$ cat src/rtl/sdram_pwr_seq.sv
module sdram_pwr_seq #(
  parameter int TRP_CYC  = 3,
  parameter int TXSR_CYC = 8,
  parameter int PEND_W   = 3
) (
  input  logic       clk,
  input  logic       rst_n,
  input  logic       cfg_ctl_en,
  input  logic       cfg_clk1_en,
  input  logic       sr_wr,
  input  logic       sr_wdata,
  input  logic       ref_tick,
  input  logic       bus_req,
  output logic       bus_err,
  output logic       acc_start,
  input  logic       acc_done,
  output logic [2:0] cmd,
  output logic       clk0_oe,
  output logic       clk1_oe,
  output logic       ctl_oe,
  output logic       sr_active
);

  localparam int WMAX = (TRP_CYC > TXSR_CYC) ? TRP_CYC : TXSR_CYC;
  localparam int CW   = $clog2(WMAX + 1);
  localparam logic [PEND_W-1:0] PMAX = '1;
  localparam logic [2:0] C_NOP = 3'd0, C_PRE = 3'd1, C_REF = 3'd2, C_SRE = 3'd3, C_SRX = 3'd4;

  typedef enum logic [2:0] {ST_RUN, ST_ACC, ST_TRP, ST_SR, ST_TXSR} st_t;

  st_t             st;
  logic [CW-1:0]   wcnt;
  logic [PEND_W-1:0] pend, pend_nx;
  logic            row_open, sr_pend, ref_due;
  logic            new_req, done_now;

  assign clk0_oe = cfg_ctl_en;
  assign ctl_oe  = cfg_ctl_en;
  assign clk1_oe = cfg_ctl_en & cfg_clk1_en;

  assign new_req  = bus_req & cfg_ctl_en;
  assign done_now = (st == ST_ACC) & acc_done;

  always_comb begin
    pend_nx = pend;
    if (new_req && !done_now)      pend_nx = pend + 1'b1;
    else if (!new_req && done_now) pend_nx = pend - 1'b1;
  end

  always_ff @(posedge clk) begin
    if (!rst_n) begin
      st        <= ST_RUN;
      wcnt      <= '0;
      pend      <= '0;
      row_open  <= 1'b0;
      sr_pend   <= 1'b0;
      ref_due   <= 1'b0;
      cmd       <= C_NOP;
      acc_start <= 1'b0;
      bus_err   <= 1'b0;
      sr_active <= 1'b0;
    end else begin
      cmd       <= C_NOP;
      acc_start <= 1'b0;
      bus_err   <= bus_req & ~cfg_ctl_en;
      pend      <= pend_nx;
      if (sr_wr && sr_wdata) sr_pend <= 1'b1;
      if (!cfg_ctl_en) ref_due <= 1'b0;
      else if (ref_tick && st != ST_SR) ref_due <= 1'b1;

      case (st)
        ST_RUN: begin
          if (pend != '0) begin
            acc_start <= 1'b1;
            row_open  <= 1'b1;
            st        <= ST_ACC;
          end else if (sr_pend && !new_req) begin
            if (row_open) begin
              cmd      <= C_PRE;
              row_open <= 1'b0;
              wcnt     <= CW'(TRP_CYC - 1);
              st       <= ST_TRP;
            end else begin
              cmd       <= C_SRE;
              sr_active <= 1'b1;
              ref_due   <= 1'b0;
              st        <= ST_SR;
            end
          end else if (ref_due && cfg_ctl_en) begin
            if (row_open) begin
              cmd      <= C_PRE;
              row_open <= 1'b0;
              wcnt     <= CW'(TRP_CYC - 1);
              st       <= ST_TRP;
            end else begin
              cmd     <= C_REF;
              ref_due <= 1'b0;
            end
          end
        end
        ST_ACC: if (acc_done) st <= ST_RUN;
        ST_TRP, ST_TXSR: begin
          if (wcnt == '0) st <= ST_RUN;
          else wcnt <= wcnt - 1'b1;
        end
        ST_SR: begin
          if (pend != '0) begin
            cmd       <= C_SRX;
            sr_active <= 1'b0;
            sr_pend   <= 1'b0;
            wcnt      <= CW'(TXSR_CYC - 1);
            st        <= ST_TXSR;
          end
        end
        default: st <= ST_RUN;
      endcase
    end
  end

  assert_err_no_access_R3: assert property (@(posedge clk) disable iff (!rst_n)
    bus_err |-> !acc_start);
  assert_ref_enabled_R4: assert property (@(posedge clk) disable iff (!rst_n)
    (cmd == C_REF) |-> $past(cfg_ctl_en));
  assert_closed_before_sre_R6: assert property (@(posedge clk) disable iff (!rst_n)
    (cmd == C_SRE) |-> !row_open);
  assert_drained_R7: assert property (@(posedge clk) disable iff (!rst_n)
    (cmd == C_SRE) |-> (pend == '0));
  assert_no_overflow_R7: assert property (@(posedge clk) disable iff (!rst_n)
    new_req |-> (pend != PMAX));
  assert_status_entry_R8: assert property (@(posedge clk) disable iff (!rst_n)
    (cmd == C_SRE) |-> sr_active);
  assert_exit_clears_R9: assert property (@(posedge clk) disable iff (!rst_n)
    (cmd == C_SRX) |-> (!sr_active && !sr_pend));
  assert_no_access_in_sr_R9: assert property (@(posedge clk) disable iff (!rst_n)
    sr_active |-> !acc_start);
  assert_single_access_R10: assert property (@(posedge clk) disable iff (!rst_n)
    acc_start |=> !acc_start);

endmodule

$ cat config.mk
export PLATFORM = sky130hd
export DESIGN_NAME = sdram_pwr_seq
export DESIGN_NICKNAME = d
export VERILOG_FILES = /design/src/rtl/sdram_pwr_seq.sv
export SDC_FILE = /design/constraint.sdc
export NUM_CORES = 1
export LEC_CHECK = 0
export BUFFER_PORTS_ARGS = -buffer_cell sky130_fd_sc_hd__buf_2
export CORE_MARGIN = 3
export CORE_UTILIZATION = 50
export CTS_CLUSTER_SIZE = 10
export DETAILED_ROUTE_END_ITERATION = 8
export PLACE_DENSITY = 0.73
export SYNTH_ARGS = -nofsm -noshare
export SYNTH_HDL_FRONTEND = slang
export SYNTH_SLANG_ARGS = --single-unit
$ cat constraint.sdc
create_clock -name clk -period 2.33 [get_ports clk]
set_input_delay 0.466 -clock clk [delete_from_list [all_inputs] [get_ports clk]]
set_output_delay 0.466 -clock clk [all_outputs]
set_load 0.05 [all_outputs]
==> flow_metrics.py, run 1 <==
metrics = {
    "global_routing": {
        "grt_usage": 0.1753,
        "overflow": 0,
        "antenna_found_initial": 0,
        "grt_max_degree": 12,
        "grt_pass1_wl_mm": 3.408,
        "grt_pass1_vias": 794,
    },
    "finish": {
        "areaGrowthSynthToFinish_pct": 11.79,
        "diodes": 0,
        "nNetsFinal": 144,
        "post-route-util": 0.6125,
        "layout-drive-gt1-share": 0.2462,
    },
    "clock_tree": {
        "cts_resized": 0,
        "clock_sinks": 19,
        "htree_num_levels": 1,
        "cts-root-buf": "clkbuf_4",
        "tritoncts": "yes",
        "holdBufCountCts": 0,
        "clk_transition_reported_paths_ns": 0.11,
        "cts_buffers": 3,
        "insertion_delay_ns": 0.30,
        "cts_setup_buffers": 0,
        "cts_max_path_buffers": 2,
    },
    "power_and_ir_drop": {
        "p_leak_uw": 0.0004723,
        "ir_drop_v": 0.0006841,
        "p_per_area_nw_per_um2": 1267,
    },
    "synthesis": {
        "syn_inst": 113,
        "synth_top_area_frac": 0.3853,
        "synth_fa_ha_area_frac": 0.05830,
        "synthMuxAreaShare": 0.01014,
        "synth_top_family_by_area": "simple AND/OR/NAND/NOR gates",
        "synth_compound_area_frac": 0.1800,
        "synth_top_cell_by_area": "dfxtp_1",
        "async_reset_ff_frac": 0,
        "yosys_warnings": 0,
        "syn-num-nets": 126,
        "synth.cell_area_um2": 987.2,
        "synth_common_cells": "dfxtp_1, nor2_1, a21oi_1, nand2_1, o21ai_0",
        "synth_xor_area_frac": 0.03422,
        "ys.flop_type": "dfxtp_1",
        "synth_area_leaders": "dfxtp_1, nor2_1, a21oi_1, o21ai_0, ha_1",
        "yosysSeqAreaShare": 0.3853,
        "ys_seq_elements": 19,
        "synth_edf_count": 0,
        "syn_area_per_cell_um2": 8.736,
        "yosys.area_share.simple": 0.2636,
        "yosysMostFrequentCell": "dfxtp_1",
        "yosysUniqueCellTypes": 37,
    },
    "drt": {
        "drt-total-wl_mm": 2.054,
        "vias_per_cell": 5.613,
        "vias": 870,
        "wire_per_inst_um": 13.25,
        "firstDrtPassIters": 4,
        "ant_nets": 0,
        "first_iter_violations": 26,
        "drc": 0,
    },
    "critical_path": {
        "required_ns": 2.57,
        "rr_startpoint": "st[0]$_SDFFE_PN0P_",
        "path_max_fanout": 9,
        "r2r_cells": 7,
        "crit_chain": "nand3_1 > ha_1 > inv_1 > fa_1 > xor2_1 > or3_1 > a21oi_1",
        "path_delay_family": "adder cells",
        "r2r_end": "pend[2]$_SDFFE_PN0P_",
        "crit_path_start_kind": "flop",
        "end_kind": "flop",
        "crit_type": "reg -> reg",
        "critPathMaxStageDelay_ns": 0.42,
        "r2r_slack_ns": 0.47,
        "slowest_stage": "dfxtp_1",
        "crit_arrival_ns": 2.10,
        "cp_num_buf_inv": 1,
    },
    "die": {
        "io_pins": 18,
        "die_height_um": 50.44,
        "core_area_um2": 1802,
        "start_util": 0.5479,
        "rows": 15,
        "die_width_um": 50.44,
        "dieArea_um2": 2544,
    },
    "timing": {
        "setup_viol": 0,
        "layout_min_cycle_time_ns": 1.859,
        "slew_headroom": 0.7585,
        "drv_slew": 0,
        "fin_crit_sh": 0.7979,
        "worstMarginPinSlew_ns": 0.3619,
        "finalSetupTns_ns": 0,
        "skew_ns": 0.006362,
        "finalHoldViolCount": 0,
        "clock.fmax_mhz": 537.9,
        "rsz0062_at_grt": "false",
    },
    "min_path": {
        "hold_path.class": "in -> reg",
        "hold_depth": 3,
        "holdPathEnd": "bus_err$_SDFF_PN0_",
        "hold_start": "bus_req",
    },
    "flow_run": {
        "cap_violations": 0,
    },
    "placement": {
        "hpwl_mm": 1.528,
        "port_buffers": 17,
        "gp_congestion": 0.8348,
    },
    "run_status": {
        "status": "finished, final reports clean",
    },
}
[cells by family after synthesis]
family                   Yosys count
AO/OA/AOI/OAI                     27
XOR/XNOR                           3
adder cells (fa/ha/maj)            4
buffers and inverters             12
flip-flops                        19
multiplexers                       1
AND/OR/NAND/NOR                   47
[report_power, final]
group / switching [µW] / internal, µW / total [µW]
sequential: 81.4 / 407 / 488
combinational: 444 / 300 / 744
clock: 99.7 / 66.6 / 166
[placed cells by master, fill, tap and decap left out, types with 4 or more instances in the layout]
cell	n
nor2_1	11
buf_2	17
inv_1	5
a21oi_1	8
dfxtp_1	19
nand3_1	5
nand2_1	8
nor3_1	4
o21ai_0	8
[flip-flops by register name, summed over array words and instances (netlist names)]
signal	count
pend	3
row_open	1
st	3
wcnt	4
acc_start	1
ref_due	1
sr_active	1
bus_err	1
cmd	3
sr_pend	1
[worst max-delay path by stage]
stage / cells past startpoint / from / slack [ns] / end
2_1_floorplan: 7 / bus_req / 0.52 / pend[2]$_SDFFE_PN0P_
3_3_place_gp: 8 / cfg_ctl_en / 0.29 / pend[2]$_SDFFE_PN0P_
3_5_place_dp: 8 / cfg_ctl_en / 0.20 / pend[2]$_SDFFE_PN0P_
4_1_cts: 7 / st[0]$_SDFFE_PN0P_ / 0.45 / pend[2]$_SDFFE_PN0P_
5_1_grt: 7 / st[0]$_SDFFE_PN0P_ / 0.35 / pend[2]$_SDFFE_PN0P_
6_report: 7 / st[0]$_SDFFE_PN0P_ / 0.47 / pend[2]$_SDFFE_PN0P_
[layer usage]
| layer | routed length (µm) | part of all wire | GRT usage |
|---|---|---|---|
| met2 | 976 | 0.48 | 0.2891 |
| met5 | 0 | 0 | 0 |
| met3 | 118 | 0.057 | 0.02967 |
| met4 | 29 | 0.014 | 0.08072 |
| met1 | 930 | 0.45 | 0.2218 |
[metrics by stage]
| stage | std cells | hold slack [ns] | total power [µW] | worst slack [ns] | instance area [µm²] |
|---|---|---|---|---|---|
| floorplan | 113 | 0.4416 | 1081 | 0.5165 | 987.2 |
| global placement | 151 | 0.4556 | 1216 | 0.2908 | 1077 |
| detailed placement | 151 | 0.4828 | 1228 | 0.2031 | 1077 |
| CTS | 155 | 0.3962 | 1395 | 0.4507 | 1104 |
| global route | 155 | 0.4025 | 1487 | 0.3488 | 1104 |
| finish | 155 | 0.3925 | 1399 | 0.4709 | 1104 |
[cell type report]
cell class / instances / area [µm²]
multi-input combinational: 82 / 539.3
fill: 175 / 698.2
tap: 25 / 31.28
sequential: 19 / 380.4
inverter: 5 / 18.77
timing repair buffer: 20 / 107.6
clock buffer: 4 / 26.28
[worst min-delay path, delay by kind of cell]
family / cells / cell delay (ns)
buf+inv: 1 / 0.11
simple gates: 2 / 0.08
Power figures use the tool's default switching activity.
==> inputs of run 2 (changes only) <==
--- a/config.mk
+++ b/config.mk
@@ -5,12 +5,13 @@
 export SDC_FILE = /design/constraint.sdc
 export NUM_CORES = 1
 export LEC_CHECK = 0
+export ABC_AREA = 1
 export BUFFER_PORTS_ARGS = -buffer_cell sky130_fd_sc_hd__buf_2
 export CORE_MARGIN = 3
 export CORE_UTILIZATION = 50
 export CTS_CLUSTER_SIZE = 10
 export DETAILED_ROUTE_END_ITERATION = 8
-export PLACE_DENSITY = 0.73
+export PLACE_DENSITY = 0.72
 export SYNTH_ARGS = -nofsm -noshare
 export SYNTH_HDL_FRONTEND = slang
 export SYNTH_SLANG_ARGS = --single-unit
==> constraint.sdc (replaced) <==
create_clock -name clk -period 1.9 [get_ports clk]
set_input_delay 0.38 -clock clk [delete_from_list [all_inputs] [get_ports clk]]
set_output_delay 0.38 -clock clk [all_outputs]
set_load 0.05 [all_outputs]
==> run 2 against run 1 <==
- worst setup slack got worse by 0.30 ns
- power is 36% higher
- sequential cell count is the same
- clock power is 23% higher
- worst hold slack lost 0.093 ns
- via count up 8.4%
- sequential power grew 19%
- largest power group unchanged
==> flow_metrics.py, run 2 <==
metrics = {
    "synthesis": {
        "ys.flop_type": "dfxtp_1",
        "synth_edf_count": 0,
        "synth_top_area_frac": 0.3649,
        "synth_top_cell_by_area": "dfxtp_1",
        "synth_area_leaders": "dfxtp_1, nand2_1, nor2_1, inv_1, a21oi_1",
        "synth.cell_area_um2": 1042,
        "yosys_warnings": 0,
        "syn_inst": 148,
        "async_reset_ff_frac": 0,
        "syn-num-nets": 161,
        "syn_area_per_cell_um2": 7.042,
        "ys_seq_elements": 19,
        "yosysUniqueCellTypes": 25,
        "yosysMostFrequentCell": "nand2_1",
        "synth_common_cells": "nand2_1, nor2_1, dfxtp_1, inv_1, a21oi_1",
        "yosysSeqAreaShare": 0.3649,
    },
    "timing": {
        "worstMarginPinSlew_ns": 0.2469,
        "clock.fmax_mhz": 579.5,
        "slew_headroom": 0.8341,
        "setup_ws_ns": 0.1745,
        "finalSetupTns_ns": 0,
        "setup_viol": 0,
        "skew_ns": 0.002459,
        "rsz0062_at_grt": "false",
        "fin_crit_sh": 0.9082,
        "drv_slew": 0,
        "finalHoldViolCount": 0,
        "layout_min_cycle_time_ns": 1.726,
        "hold_ws_ns": 0.2993,
    },
    "critical_path": {
        "crit_path_start_kind": "flop",
        "required_ns": 2.09,
        "crit_arrival_ns": 1.92,
        "slowest_stage": "fa_1",
        "path_delay_family": "adder cells",
        "critPathMaxStageDelay_ns": 0.43,
        "crit_type": "reg -> reg",
        "crit_chain": "nor2_2 > nand3_1 > ha_1 > inv_1 > fa_1 > o21ai_0 > a21oi_1",
        "end_kind": "flop",
        "r2r_end": "pend[1]$_SDFFE_PN0P_",
        "r2r_cells": 7,
        "rr_startpoint": "st[2]$_SDFFE_PN0P_",
        "path_max_fanout": 4,
        "r2r_slack_ns": 0.17,
        "cp_num_buf_inv": 1,
    },
    "power_and_ir_drop": {
        "swShare": 0.4964,
        "p_leak_uw": 0.0005900,
        "seq_power_share": 0.306,
        "intPower_uw": 954.6,
        "switching_power_uw": 940.8,
        "power_uw": 1895,
        "clkPwrFrac": 0.108,
        "ir_drop_v": 0.0008361,
        "p_per_area_nw_per_um2": 1615,
        "p_comb_frac": 0.586,
    },
    "min_path": {
        "hold_start": "bus_req",
        "hold_depth": 3,
        "hold_path.class": "in -> reg",
        "holdPathEnd": "bus_err$_SDFF_PN0_",
    },
    "die": {
        "dieArea_um2": 2668,
        "start_util": 0.5667,
        "die_height_um": 51.66,
        "io_pins": 18,
        "rows": 15,
        "core_area_um2": 1839,
        "die_width_um": 51.66,
    },
    "clock_tree": {
        "insertion_delay_ns": 0.29,
        "cts_resized": 0,
        "tritoncts": "yes",
        "clk_transition_reported_paths_ns": 0.11,
        "htree_num_levels": 1,
        "holdBufCountCts": 0,
        "cts-root-buf": "clkbuf_4",
        "clock_sinks": 19,
        "cts_buffers": 3,
        "cts_setup_buffers": 0,
        "cts_max_path_buffers": 2,
    },
    "drt": {
        "top_layer": "met4",
        "firstDrtPassIters": 4,
        "met1_length_mm": 1.047,
        "first_iter_violations": 25,
        "drc": 0,
        "vias": 943,
        "drt-total-wl_mm": 2.075,
        "met2_length_um": 946,
        "dr_wl_met3_um": 56,
        "vias_per_cell": 4.911,
        "ant_nets": 0,
        "wire_per_inst_um": 10.81,
    },
    "placement": {
        "hpwl_mm": 1.622,
        "place_inst": 188,
        "pre_cts_ws_ns": 0.06682,
        "gp_congestion": 0.8685,
        "port_buffers": 17,
    },
    "global_routing": {
        "overflow": 0,
        "grt_usage": 0.1709,
        "grt_pass1_vias": 810,
        "grt_pass1_wl_mm": 3.477,
        "antenna_found_initial": 0,
        "grt_max_degree": 11,
    },
    "finish": {
        "final_common_cell": "nand2_1",
        "areaGrowthSynthToFinish_pct": 12.61,
        "regMostFlops": "wcnt",
        "largest_reg_flops": 4,
        "nNetsFinal": 181,
        "layout.cells.most_common_list": "nand2_1, nor2_1, inv_1",
        "final_cells": 192,
        "diodes": 0,
        "layout-drive-gt1-share": 0.2275,
        "fillers": 175,
    },
    "flow_run": {
        "cap_violations": 0,
    },
    "run_status": {
        "status": "finished, final reports clean",
    },
}
## run 2: cell count changes after synthesis, sizes merged, moves of 9 or more
cell / before / now
nand2: 8 / 34
inv: 5 / 23
nor2: 11 / 25
nand3: 5 / 14
## run 2: worst max path at each step
stage | slack (ns) | endpoint | start | cells after the start
after floorplan | 0.29 | pend[2]$_SDFFE_PN0P_ | st[1]$_SDFFE_PN0P_ | 9
after global placement | 0.14 | pend[2]$_SDFFE_PN0P_ | cfg_ctl_en | 10
after detailed placement | 0.07 | pend[2]$_SDFFE_PN0P_ | cfg_ctl_en | 10
after CTS | 0.16 | pend[2]$_SDFFE_PN0P_ | st[2]$_SDFFE_PN0P_ | 9
after global routing | 0.01 | pend[2]$_SDFFE_PN0P_ | st[2]$_SDFFE_PN0P_ | 9
final | 0.17 | pend[1]$_SDFFE_PN0P_ | st[2]$_SDFFE_PN0P_ | 7
## run 2: power groups by stage
stage	clock, µW	sequential (µW)	combinational [µW]
floorplan	0	633	843
global placement	0	580	1070
detailed placement	0	586	1100
CTS	208	577	1100
global route	220	589	1250
finish	205	580	1110
## run 2: logic make-up after synthesis
family	after synthesis	synth area share
AO/OA/AOI/OAI	21	0.1068
buffers and inverters	27	0.1056
flip-flops	19	0.3649
adder cells (fa/ha/maj)	4	0.05523
AND/OR/NAND/NOR	77	0.3673
## run 2: routing by layer
layer | GRT usage | vias to the layer above
met4 | 0.05240 | 0
met1 | 0.2465 | 417
met2 | 0.2606 | 16
li1 | - | 506
met3 | 0.02579 | 4
met5 | 0 | -
## run 2: worst min-delay path: cells and delay by family
family                 cells  cell delay [ns]
AND/OR/NAND/NOR            2             0.08
buffers and inverters      1             0.10
## run 2: stage by stage
stage	area [µm²]	util
CTS	1172	0.6374
finish	1174	0.6381
floorplan	1042	-
detailed placement	1146	0.6231
global placement	1146	0.6231
global route	1174	0.6381
## run 2: cell type report
class                   instances  area (µm²)  area share
repair buffers                 18       92.59     0.07889
flip-flops and latches         19       381.6      0.3252
inverters                      24       90.09     0.07676
multi-input cells             102       551.8      0.4701
clock buffers                   4       26.28     0.02239
well taps                      25       31.28     0.02665
==> inputs of run 3 (changes only) <==
--- a/config.mk
+++ b/config.mk
@@ -6,7 +6,7 @@
 export NUM_CORES = 1
 export LEC_CHECK = 0
 export ABC_AREA = 1
-export BUFFER_PORTS_ARGS = -buffer_cell sky130_fd_sc_hd__buf_2
+export BUFFER_PORTS_ARGS = -buffer_cell sky130_fd_sc_hd__buf_4
 export CORE_MARGIN = 3
 export CORE_UTILIZATION = 50
 export CTS_CLUSTER_SIZE = 10
==> run 3 against run 2 <==
- routed wire length increased by 0.24%
- critical path type unchanged
- clock-buffer cell count unchanged
- via count increased by 1.5%
- design area increased by 3.3%
- combinational power about the same
- power increased by 0.40%
- sequential power increased by 3%
- clock skew increased by 0.0075 ns
- sequential cell count unchanged
==> flow_metrics.py, run 3 (synthesized netlist as in run 2, its figures left out) <==
metrics = {
    "timing": {
        "rsz0062_at_grt": "false",
        "clock.fmax_mhz": 574.8,
        "finalSetupTns_ns": 0,
        "fin_crit_sh": 0.9156,
        "worstMarginPinSlew_ns": 0.2661,
        "finalHoldViolCount": 0,
        "skew_ns": 0.009984,
        "slew_headroom": 0.8222,
        "setup_viol": 0,
        "drv_slew": 0,
        "setup_ws_ns": 0.1604,
        "layout_min_cycle_time_ns": 1.740,
    },
    "critical_path": {
        "critPathMaxStageDelay_ns": 0.42,
        "slowest_stage": "fa_1",
        "crit_start": "st[1]$_SDFFE_PN0P_",
        "rr_startpoint": "st[1]$_SDFFE_PN0P_",
        "crit_path_start_kind": "flop",
        "crit_chain": "nor2_2 > nand3_1 > ha_1 > inv_1 > fa_1 > o21ai_0 > a21oi_1",
        "end_kind": "flop",
        "crit_arrival_ns": 1.92,
        "crit_type": "reg -> reg",
        "path_delay_family": "adder cells",
        "required_ns": 2.08,
        "cp_num_buf_inv": 1,
        "path_max_fanout": 5,
    },
    "finish": {
        "final_cells": 191,
        "layout.cells.most_common_list": "nand2_1, nor2_1, inv_1",
        "areaGrowthSynthToFinish_pct": 16.33,
        "regMostFlops": "wcnt",
        "layout-drive-gt1-share": 0.2289,
        "largest_reg_flops": 4,
        "final_common_cell": "nand2_1",
        "post-route-util": 0.6592,
        "diodes": 0,
        "nNetsFinal": 180,
    },
    "global_routing": {
        "overflow": 0,
        "grt_pass1_vias": 892,
        "grt_pass1_wl_mm": 3.726,
        "grt_usage": 0.1862,
        "antenna_found_initial": 0,
        "grt_max_degree": 11,
    },
    "placement": {
        "pre_cts_ws_ns": 0.1073,
        "port_buffers": 17,
        "gp_congestion": 0.9213,
        "place_inst": 187,
        "hpwl_mm": 1.677,
    },
    "die": {
        "io_pins": 18,
        "die_height_um": 51.66,
        "core_area_um2": 1839,
        "die_width_um": 51.66,
        "dieArea_um2": 2668,
        "start_util": 0.5667,
        "rows": 15,
    },
    "power_and_ir_drop": {
        "p_per_area_nw_per_um2": 1570,
        "ir_drop_v": 0.001013,
        "power_uw": 1903,
        "p_leak_uw": 0.0005942,
    },
    "clock_tree": {
        "insertion_delay_ns": 0.29,
        "clk_transition_reported_paths_ns": 0.11,
        "cts_setup_buffers": 0,
        "cts-root-buf": "clkbuf_4",
        "cts_buffers": 3,
        "holdBufCountCts": 0,
        "clock_sinks": 19,
        "cts_resized": 0,
        "tritoncts": "yes",
        "htree_num_levels": 1,
        "cts_max_path_buffers": 2,
    },
    "drt": {
        "firstDrtPassIters": 4,
        "drc": 0,
        "wire_per_inst_um": 10.89,
        "vias_per_cell": 5.010,
        "ant_nets": 0,
        "vias": 957,
        "drt-total-wl_mm": 2.080,
        "first_iter_violations": 34,
    },
    "run_status": {
        "status": "finished, final reports clean",
    },
    "min_path": {
        "hold_start": "cfg_ctl_en",
        "hold_path.class": "in -> reg",
    },
    "flow_run": {
        "cap_violations": 0,
    },
}
run 3: cell types whose count changed in the layout (fill, tap and decap cells not counted):
cell,change
o21ai_0,-1
buf_2,-17
dfxtp_1,-1
dfxtp_4,+1
buf_4,+16
o21ai_1,+1
run 3: final timing paths:
path                               end  slack (ns)  cells past startpoint
hold / removal      bus_err$_SDFF_PN0_        0.29                      2
setup / recovery  pend[1]$_SDFFE_PN0P_        0.16                      7
hold reg to reg   pend[2]$_SDFFE_PN0P_        0.48                      2
setup reg to reg  pend[1]$_SDFFE_PN0P_        0.16                      7
run 3: per-stage QoR:
step           hold WS [ns]  instance area [µm²]
3_5_place_dp         0.4625                 1181
3_3_place_gp         0.4473                 1181
5_1_grt              0.2969                 1212
4_1_cts              0.2911                 1207
6_report             0.2867                 1212
2_1_floorplan        0.4389                 1042
run 3: metal layers:
metal / global-route usage / wire length (µm) / vias up
met4: 0.06114 / 8 / 0
met2: 0.2881 / 973 / 28
li1: - / - / 504
met5: 0 / 0 / -
met3: 0.04298 / 118 / 2
met1: 0.2544 / 980 / 423
run 3: cell type report:
class | count | area, µm²
tap | 25 | 31.28
fill | 174 | 626.9
clock buffer | 4 | 26.28
timing repair buffer | 17 | 127.6
inverter | 24 | 90.09
multi-input combinational | 102 | 551.8
sequential | 19 | 385.4
run 3: power breakdown:
| part | switching [µW] | internal, µW | total (µW) |
|---|---|---|---|
| clock | 119 | 81.6 | 201 |
| combinational | 731 | 374 | 1110 |
| sequential | 88.7 | 508 | 597 |
| total | 939 | 964 | 1900 |
